<file path="config.mk">
export PLATFORM = sky130hd
export DESIGN_NAME = irq_route_regs
export DESIGN_NICKNAME = d
export VERILOG_FILES = /design/src/rtl/irq_route_pkg.sv /design/src/rtl/route_sel_decode.sv /design/src/rtl/route_entry.sv /design/src/rtl/irq_route_regs.sv
export SDC_FILE = /design/constraint.sdc
export NUM_CORES = 2
export LEC_CHECK = 0
export CAP_MARGIN = 10
export CORE_MARGIN = 1.5
export CORE_UTILIZATION = 54
export CTS_CLUSTER_SIZE = 28
export DETAILED_ROUTE_END_ITERATION = 8
export PLACE_DENSITY = 0.76
export SETUP_SLACK_MARGIN = 0.2
export SYNTH_ARGS = -nofsm -noshare
export SYNTH_HDL_FRONTEND = slang
export SYNTH_SLANG_ARGS = --single-unit
</file>
<file path="constraint.sdc">
create_clock -name clk -period 6.02 [get_ports clk]
set_clock_uncertainty 0.1 [all_clocks]
set_input_delay 1.204 -clock clk [delete_from_list [all_inputs] [get_ports clk]]
set_output_delay 1.204 -clock clk [all_outputs]
set_load 0.05 [all_outputs]
</file>
<file path="src/rtl/irq_route_pkg.sv">
package irq_route_pkg;

    // One routing entry, most significant field first.
    typedef struct packed {
        logic [7:0]  dest;
        logic [38:0] rsvd;
        logic        mask;
        logic        level;
        logic        rirr;
        logic        polarity;
        logic        dstat;
        logic        dst_mode;
        logic [2:0]  dlv_mode;
        logic [7:0]  vector;
    } route_ent_t;

    localparam int          SEL_W    = 8;
    localparam logic [7:0]  IDX_ID   = 8'h00;
    localparam logic [7:0]  IDX_VER  = 8'h01;
    localparam logic [7:0]  IDX_ARB  = 8'h02;
    localparam logic [7:0]  IDX_ENT0 = 8'h10;
    localparam logic [7:0]  OFF_SEL  = 8'h00;
    localparam logic [7:0]  OFF_WIN  = 8'h10;

    localparam route_ent_t  ENT_RESET = '{mask: 1'b1, default: '0};

endpackage

</file>
<file path="src/rtl/route_sel_decode.sv">
module route_sel_decode
    import irq_route_pkg::*;
#(
    parameter int NUM_PINS = 24,
    localparam int PIN_W = $clog2(NUM_PINS)
) (
    input  logic [SEL_W-1:0] sel,
    output logic             is_ver,
    output logic             is_id,
    output logic             is_arb,
    output logic             ent_ok,
    output logic             hi_half,
    output logic [PIN_W-1:0] ent_idx
);

    logic [6:0] idx7;

    always_comb begin
        idx7    = 7'((sel - IDX_ENT0) >> 1);
        is_ver  = (sel == IDX_VER);
        is_id   = (sel == IDX_ID);
        is_arb  = (sel == IDX_ARB);
        ent_ok  = (sel >= IDX_ENT0) && (32'(idx7) < NUM_PINS);
        hi_half = sel[0];
        ent_idx = PIN_W'(idx7);
    end

endmodule

</file>
<file path="src/rtl/route_entry.sv">
module route_entry
    import irq_route_pkg::*;
(
    input  logic        clk,
    input  logic        rst_n,
    input  logic        wr_lo,
    input  logic        wr_hi,
    input  logic [31:0] wdata,
    input  logic        set_rirr,
    input  logic        clr_rirr,
    output route_ent_t  ent_q,
    output logic        mask_flip
);

    route_ent_t ent_d;

    always_comb begin
        ent_d = ent_q;
        if (wr_lo) ent_d[31:0]  = wdata;
        if (wr_hi) ent_d[63:32] = wdata;
        // hardware-owned bits survive the write
        ent_d.rirr  = ent_q.rirr;
        ent_d.dstat = ent_q.dstat;
        if (set_rirr)      ent_d.rirr = 1'b1;
        else if (clr_rirr) ent_d.rirr = 1'b0;
        if (!ent_d.level)  ent_d.rirr = 1'b0;
        mask_flip = wr_lo && (ent_d.mask != ent_q.mask);
    end

    always_ff @(posedge clk or negedge rst_n) begin
        if (!rst_n) ent_q <= ENT_RESET;
        else        ent_q <= ent_d;
    end

    AST_EDGE_NO_RIRR: assert property (@(posedge clk) disable iff (!rst_n)
        !ent_q.level |-> !ent_q.rirr);
    AST_SET_RIRR: assert property (@(posedge clk) disable iff (!rst_n)
        (set_rirr && ent_q.level && !wr_lo) |=> ent_q.rirr);
    AST_HI_KEEPS_LO: assert property (@(posedge clk) disable iff (!rst_n)
        (wr_hi && !set_rirr && !clr_rirr) |=> (ent_q[31:0] == $past(ent_q[31:0])));
    AST_DSTAT_KEEP: assert property (@(posedge clk) disable iff (!rst_n)
        wr_lo |=> (ent_q.dstat == $past(ent_q.dstat)));

endmodule

</file>
<file path="src/rtl/irq_route_regs.sv">
module irq_route_regs
    import irq_route_pkg::*;
#(
    parameter int          NUM_PINS = 24,
    parameter logic [7:0]  VERSION  = 8'h20,
    localparam int PIN_W = $clog2(NUM_PINS)
) (
    input  logic                  clk,
    input  logic                  rst_n,
    input  logic [7:0]            bus_addr,
    input  logic                  bus_we,
    input  logic [31:0]           bus_wdata,
    output logic [31:0]           bus_rdata,
    input  logic [NUM_PINS-1:0]   hw_set_rirr,
    input  logic [NUM_PINS-1:0]   hw_clr_rirr,
    output logic [NUM_PINS*8-1:0] ent_vector,
    output logic [NUM_PINS*3-1:0] ent_dlv_mode,
    output logic [NUM_PINS-1:0]   ent_dst_mode,
    output logic [NUM_PINS-1:0]   ent_dlv_stat,
    output logic [NUM_PINS-1:0]   ent_polarity,
    output logic [NUM_PINS-1:0]   ent_rirr,
    output logic [NUM_PINS-1:0]   ent_level,
    output logic [NUM_PINS-1:0]   ent_mask,
    output logic [NUM_PINS*8-1:0] ent_dest,
    output logic                  mask_chg_valid,
    output logic [PIN_W-1:0]      mask_chg_pin,
    output logic                  mask_chg_mask
);

    typedef struct packed {
        logic [SEL_W-1:0] sel;
        logic [3:0]       id;
        logic             mc_v;
        logic [PIN_W-1:0] mc_pin;
        logic             mc_val;
    } top_state_t;

    localparam logic [31:0] VER_WORD = {8'h00, 8'(NUM_PINS - 1), 8'h00, VERSION};

    top_state_t s_d, s_q;

    logic             is_ver, is_id, is_arb, ent_ok, hi_half;
    logic [PIN_W-1:0] ent_idx;
    logic             sel_hit, win_hit, wr_win;
    logic [NUM_PINS-1:0] flips;
    logic [NUM_PINS-1:0] wr_lo, wr_hi;
    route_ent_t       ent_q [NUM_PINS];
    route_ent_t       ent_pick;
    logic [31:0]      win_word;

    route_sel_decode #(.NUM_PINS(NUM_PINS)) u_dec (
        .sel     (s_q.sel),
        .is_ver  (is_ver),
        .is_id   (is_id),
        .is_arb  (is_arb),
        .ent_ok  (ent_ok),
        .hi_half (hi_half),
        .ent_idx (ent_idx)
    );

    assign sel_hit = (bus_addr == OFF_SEL);
    assign win_hit = (bus_addr == OFF_WIN);
    assign wr_win  = bus_we && win_hit;

    for (genvar g = 0; g < NUM_PINS; g++) begin : g_ent
        assign wr_lo[g] = wr_win && ent_ok && !hi_half && (ent_idx == PIN_W'(g));
        assign wr_hi[g] = wr_win && ent_ok &&  hi_half && (ent_idx == PIN_W'(g));

        route_entry u_ent (
            .clk       (clk),
            .rst_n     (rst_n),
            .wr_lo     (wr_lo[g]),
            .wr_hi     (wr_hi[g]),
            .wdata     (bus_wdata),
            .set_rirr  (hw_set_rirr[g]),
            .clr_rirr  (hw_clr_rirr[g]),
            .ent_q     (ent_q[g]),
            .mask_flip (flips[g])
        );

        assign ent_vector[g*8 +: 8]   = ent_q[g].vector;
        assign ent_dlv_mode[g*3 +: 3] = ent_q[g].dlv_mode;
        assign ent_dst_mode[g]        = ent_q[g].dst_mode;
        assign ent_dlv_stat[g]        = ent_q[g].dstat;
        assign ent_polarity[g]        = ent_q[g].polarity;
        assign ent_rirr[g]            = ent_q[g].rirr;
        assign ent_level[g]           = ent_q[g].level;
        assign ent_mask[g]            = ent_q[g].mask;
        assign ent_dest[g*8 +: 8]     = ent_q[g].dest;
    end

    // read path
    always_comb begin
        ent_pick = '0;
        for (int i = 0; i < NUM_PINS; i++) begin
            if (ent_idx == PIN_W'(i)) ent_pick = ent_q[i];
        end
        if (is_ver)               win_word = VER_WORD;
        else if (is_id || is_arb) win_word = {4'b0, s_q.id, 24'b0};
        else if (ent_ok)          win_word = hi_half ? ent_pick[63:32] : ent_pick[31:0];
        else                      win_word = '1;

        if (sel_hit)      bus_rdata = {24'b0, s_q.sel};
        else if (win_hit) bus_rdata = win_word;
        else              bus_rdata = '0;
    end

    // next state
    always_comb begin
        s_d      = s_q;
        s_d.mc_v = 1'b0;
        if (bus_we && sel_hit) s_d.sel = bus_wdata[7:0];
        if (wr_win && is_id)   s_d.id  = bus_wdata[27:24];
        if (|flips) begin
            s_d.mc_v   = 1'b1;
            s_d.mc_pin = ent_idx;
            s_d.mc_val = bus_wdata[16];
        end
    end

    always_ff @(posedge clk or negedge rst_n) begin
        if (!rst_n) s_q <= '0;
        else        s_q <= s_d;
    end

    assign mask_chg_valid = s_q.mc_v;
    assign mask_chg_pin   = s_q.mc_pin;
    assign mask_chg_mask  = s_q.mc_val;

    AST_ONE_FLIP: assert property (@(posedge clk) disable iff (!rst_n)
        $onehot0(flips));
    AST_PULSE_MATCH: assert property (@(posedge clk) disable iff (!rst_n)
        mask_chg_valid |-> (ent_mask[mask_chg_pin] == mask_chg_mask));
    AST_SEL_LOW_BYTE: assert property (@(posedge clk) disable iff (!rst_n)
        (bus_we && sel_hit) |=> (s_q.sel == $past(bus_wdata[7:0])));
    AST_BAD_IDX_DROP: assert property (@(posedge clk) disable iff (!rst_n)
        (wr_win && !ent_ok) |-> (flips == '0));

endmodule

</file>
# After elaboration in Yosys (flattened, before gate mapping)
# Index checks and enable logic that the tools add are counted.
# Widths: inputs -> output; s select.
[totals]
register_bits = 1531
inputBits = 91
output_inout_bits = 639
elab_cells = 534
[op_classes]
addsub = 1
order_cmp = 2
n_eq_ne = 74
mux = 127
n_reduce_logical = 85
[ops]
columns = ["operator", "n"]
rows = [
  ["$mux 64", 24],
  ["$mux 17", 24],
  ["$mux 32", 6],
  ["$logic_and 1x1->1", 79],
  ["$mux 1", 72],
  ["$ne 3x3->1 const B", 24],
  ["$eq 5x4->1 const B", 8],
  ["$eq 5x5->1 const B", 8],
  ["$ne 1x1->1", 24],
  ["$reduce_or 24->1", 1],
  ["$eq 5x3->1 const B", 4],
  ["$logic_not 8->1", 2],
  ["$eq 5x2->1 const B", 2],
  ["$eq 8x1->1 const B", 1],
  ["$eq 8x2->1 const B", 1],
  ["$eq 8x5->1 const B", 1],
  ["$ge 8x5->1 const B", 1],
  ["$sub 8x5->8 const B", 1],
  ["$lt 7x5->1 const B", 1],
  ["$mux 7", 1],
  ["$eq 5x1->1 const B", 1],
  ["$logic_not 5->1", 1],
  ["$logic_not 1->1", 1],
  ["$logic_or 1x1->1", 1],
]

# Depth between registers and ports, before layout
[depth]
ltp_word = 32
ltp_mapped = 17
ltp_nobuf = 9

# By module
# Synthesis repeated with hierarchy kept, for this count alone.
[unflattened]
hier_cells = 5612
area_unflattened_um2 = 75331.0
[modules_own_cells]
columns = ["module", "n_inst", "cells_per_inst", "area_per_inst_um2", "seq_area_each_um2"]
rows = [
  ["route_entry", 24, 138, 2529.9, 1577.8],
  ["irq_route_regs", 1, 2281, 14453.9, 475.5],
  ["route_sel_decode", 1, 19, 158.9, 0.0],
]

# Worst setup path after synthesis
# Ideal clock, no wire load.
[synth_timing]
path_type = "reg2out"
from = "register s_q[15] (netlist name)"
to = "output bus_rdata[1]"
arrival_ns = 4.557
t_required_ns = 4.716
slack_ns = 0.159
path_stages_with_launch = 17
n_path_buf = 7
cell_sequence = "dfrtp_1 buf_4 buf_6 buf_2 inv_1 ha_1 buf_4 buf_6 buf_4 buf_2 nand3_2 a21oi_2 a21oi_1 nand3_1 a221oi_1 o21a_1 o311ai_0"
[synth_between]
elab_chain_cells = 32
[synth_lines]
columns = ["item", "line", "source"]
rows = [
  ["start, declared", "irq_route_regs.sv:40", "top_state_t s_d, s_q;"],
  ["start signal, assigned", "irq_route_regs.sv:122", "if (!rst_n) s_q <= '0;"],
  ["start signal, assigned", "irq_route_regs.sv:123", "else s_q <= s_d;"],
  ["$sub 8x5->8 (*)", "route_sel_decode.sv:19", "idx7 = 7'((sel - IDX_ENT0) >> 1);"],
  ["net ent_idx[3]", "irq_route_regs.sv:43", "logic [PIN_W-1:0] ent_idx;"],
  ["$logic_not 5->1", "irq_route_regs.sv:96", "if (ent_idx == PIN_W'(i)) ent_pick = ent_q[i];"],
  ["$mux 64 (24 in series)", "irq_route_regs.sv:96", ""],
  ["$mux 32", "irq_route_regs.sv:100", "else if (ent_ok) win_word = hi_half ? ent_pick[63:32] : ent_pick[31:0];"],
  ["$mux 32 (*)", "irq_route_regs.sv:100", ""],
  ["$mux 32 (*)", "irq_route_regs.sv:99", "else if (is_id || is_arb) win_word = {4'b0, s_q.id, 24'b0};"],
  ["$mux 32 (*)", "irq_route_regs.sv:98", "if (is_ver) win_word = VER_WORD;"],
  ["$mux 32 (*)", "irq_route_regs.sv:104", "else if (win_hit) bus_rdata = win_word;"],
  ["$mux 32 (*)", "irq_route_regs.sv:103", "if (sel_hit) bus_rdata = {24'b0, s_q.sel};"],
  ["end, declared", "irq_route_regs.sv:13", "output logic [31:0] bus_rdata,"],
]
# Mark *: on every way through the listed nets, which the timed path passes. The rest lies on a longest branch.

# Worst setup path in the final report
[layout_timing]
from = "register s_q[16] (netlist name)"
to = "output bus_rdata[19]"
[layout_between]
elab_chain_cells = 32
[layout_lines]
columns = ["item", "line"]
rows = [
  ["$sub 8x5->8", "route_sel_decode.sv:19"],
  ["$logic_not 5->1", "irq_route_regs.sv:96"],
  ["$mux 64 (24 in series)", "irq_route_regs.sv:96"],
  ["$mux 32 (2 in series)", "irq_route_regs.sv:100"],
  ["$mux 32", "irq_route_regs.sv:99"],
  ["$mux 32 (*)", "irq_route_regs.sv:98"],
  ["$mux 32 (*)", "irq_route_regs.sv:104"],
  ["$mux 32 (*)", "irq_route_regs.sv:103"],
]
# Mark *: on every way between the ends. The rest lies on a longest branch, timed or not.

==> reports/metrics.csv <==
metric;value;unit
post-route minimum period;5.99;ns
GP Congestion;1.04;
Max stage delay on crit path;0.59;ns
worst hold path type;in -> async;
CTS max path bufs;3;
gr usage total;0.444;
DR iter-0 viols;9229;
cell-internal power;16.4;mW
peak supply drop;0.000240;V
combinational fraction of design power;0.063;
Sequential Power Share;0.471;
Synth Warn #;0;
drc violations;3;
CP Class;reg -> out;
Detail Route Antenna Nets;0;
Critical Path Sink Type;primary output;
H-tree depth;4;
Async SR Flop Fraction;1.00;
largest net degree at the start of global routing;162;
Worst Hold Slack;0.274;ns
Worst EP arrival;4.69;ns
Mapped Avg Cell Area;12.2;um2
post-synthesis cell count;6172;
fmax;167;MHz
Yosys reg bits;1531;
Fillers;10485;
# nets final;6433;
cell mode on critical path;buf_12;
Chip Height;376;um
vias per std cell;7.12;
synth unique cells;101;
Slew Limit Headroom;0.0546;
Worst path slowest cell;a221oi_1;
Clk Latency, worst-skew pair;0.83;ns
first-pass iteration count of the detailed router;9;
Max FO, Critical Path;5;
drt total wl;319;mm
EDFF count, synth;0;
critical path, cell by cell;inv_1 > ha_2 > or3b_4 > nor2_4 > buf_12 > buf_12 > a221oi_1 > o21ai_0 > a21oi_1 > o2111ai_1 > a211o_1 > buf_12;
grt total ovfl;0;
vias in the first global route;57241;
Clock Power Share;0.465;
setup_tns;0;ns
layout cells sized above 1;0.380;
Horiz. Die Dim;376;um
CP Launch Type;register;
most frequent cells in the layout;dfrtp_1, mux2_2, clkdlybuf4s50_1;
worst endpoint required time;4.72;ns
root buffer cell;clkbuf_16;
Mapped Area;75200;um2
RSZ-0062 raised after global routing;true;
Core Util, Final;0.638;
Max Slew Vio Count;0;
Slew @ Worst Pin;1.42;ns
setup slack, reg-to-reg;1.51;ns
sw frac;0.250;
CTS clock-pin slew for the worst setup and hold paths;0.06;ns
CTS tree;done;
final setup vio count;0;
DP HPWL;218;mm
Synth Flop Type;dfrtp_1;
violated checks;design-rule violations;
routed vias;58866;
number of core rows;136;
Max Cap Violations;0;
Initial Utilization;0.546;
Layout area overhead;16.9;%
Seq/Total Area, Yosys;0.510;
outcome;finished with violations;
crit share post-route;0.995;
I/O pins;730;
initial antenna violation count;25;
power per cell area;249;nW/um2
most common cell after layout, fill and taps aside;dfrtp_1;
DIE AREA;142000;um2
CTS Buf Count;161;
NetSw;5.46;mW
first-pass GRT wire length;446;mm
clock tree sinks;1531;
number of port buffers;705;
Hold Violations, Final;0;
P_leak;40.9;nW
WL per Instance;38.6;um
Core Box Area;138000;um2
==> cells in the mapped netlist, drive strengths merged, types with 12 or more instances <==
master / n / share of area
nor3: 64 / 0.0043
nor4: 19 / 0.0019
and3: 20 / 0.0017
a22o: 14 / 0.0016
nor2b: 38 / 0.0032
a222oi: 20 / 0.0027
mux2: 1527 / 0.23
mux4: 27 / 0.0081
o211ai: 27 / 0.0027
clkbuf: 245 / 0.012
a31oi: 36 / 0.0030
o31ai: 18 / 0.0018
o22a: 23 / 0.0027
a22oi: 147 / 0.015
o21a: 35 / 0.0035
a211oi: 42 / 0.0042
o22ai: 177 / 0.015
or3: 12 / 0.0010
nor2: 223 / 0.012
nand4: 20 / 0.0017
dfstp: 24 / 0.0084
nand2: 166 / 0.0085
inv: 21 / 0.0010
a21oi: 202 / 0.013
nand3: 65 / 0.0046
o21ai: 195 / 0.013
a221oi: 43 / 0.0050
o2111ai: 13 / 0.0016
dfrtp: 1507 / 0.50
o221ai: 40 / 0.0047
buf: 904 / 0.081
a221o: 12 / 0.0016
a21o: 18 / 0.0018
mux2i: 60 / 0.0080
==> state kept, by name, summed over array words and instances, names as in the netlist <==
signal	flops
mask_chg_mask	1
mask_chg_pin	5
mask_chg_valid	1
g_ent.u_ent.ent_q	1512
s_q	12
==> what timing repair did <==
action	CTS	global route
resized for setup	38	59
cloned	0	1
hold buffers	0	0
buffers inserted	9	15
endpoints found under the setup margin	26	28
pin swaps	6	6
==> worst paths after layout <==
check	from	to	depth (start not counted)
max reg2reg	s_q[15]	g_ent[2].u_ent.ent_q[46]	11
min	rst_n	g_ent[8].u_ent.ent_q[6]	1
min reg2reg	g_ent[13].u_ent.ent_q[36]	g_ent[13].u_ent.ent_q[36]	1
min in group clk	g_ent[13].u_ent.ent_q[36]	g_ent[13].u_ent.ent_q[36]	1
max in group asynchronous	rst_n	g_ent[8].u_ent.ent_q[15]	2
max	s_q[16]	bus_rdata[19]	12
==> area by class of cell <==
| cell class | instances | area [um2] | share of cell area |
|---|---|---|---|
| clock inverter | 60 | 584 | 0.00664 |
| antenna | 5 | 12.5 | 0.000142 |
| tap | 1794 | 2240 | 0.0255 |
| timing repair buffer | 1131 | 11200 | 0.127 |
| inverter | 21 | 78.8 | 0.000896 |
| sequential | 1531 | 38400 | 0.436 |
| multi-input combinational | 3494 | 30700 | 0.349 |
| clock buffer | 235 | 4770 | 0.0542 |
==> power groups by stage <==
stage / Sequential, mW / Clock, mW / Combinational [mW]
6_report: 10.3 / 10.2 / 1.39
5_1_grt: 10.3 / 10.6 / 1.39
2_1_floorplan: 10.5 / 0 / 0.478
3_3_place_gp: 10.5 / 0 / 1.25
3_5_place_dp: 10.5 / 0 / 1.26
4_1_cts: 10.3 / 10.2 / 1.27
==> critical path: cells and delay by family, from the launching register on <==
family / cells / cell delay, ns
AO/OA/AOI/OAI: 5 / 2.05
flip-flops: 1 / 0.45
AND/OR/NAND/NOR: 2 / 0.45
adder cells (fa/ha/maj): 1 / 0.32
buffers and inverters: 4 / 0.58
==> kinds of logic (layout without fill, tap and decap cells) <==
| group | Yosys count | after routing | share of synthesized area |
|---|---|---|---|
| and+or+nand+nor | 697 | 697 | 0.0464 |
| adders and majority gates | 2 | 2 | 0.000333 |
| AOI/OAI and AO/OA | 1156 | 1156 | 0.104 |
| muxes | 1614 | 1614 | 0.245 |
| other | 1 | 29 | 0.0000499 |
| xor gates and xnor gates | 1 | 1 | 0.000116 |
| DFF | 1531 | 1531 | 0.510 |
| buffers and inverters | 1170 | 1447 | 0.0940 |
==> layer usage <==
metal  global-route usage  share of wire  wire, um  up-vias
met5                    0        0.00068       218        -
met3                0.184           0.15     48800     1349
li1                     -              -         -    22203
met4                0.288          0.083     26400       28
met1                0.567           0.35    113000    30057
met2                0.620           0.41    131000     5229
==> metrics by stage <==
| step | power (mW) | std cells | area [um2] | worst slack (ns) |
|---|---|---|---|---|
| 5_1_grt | 22.3 | 8267 | 87900 | 0.145 |
| 3_3_place_gp | 11.7 | 7945 | 81800 | 0.497 |
| 4_1_cts | 21.8 | 8249 | 87500 | 0.0518 |
| 6_report | 21.9 | 8271 | 87900 | 0.0277 |
| 3_5_place_dp | 11.8 | 7945 | 81800 | 0.466 |
| 2_1_floorplan | 11.0 | 6195 | 75300 | 0.317 |
Note: power is estimated with default switching activity, not from simulation.
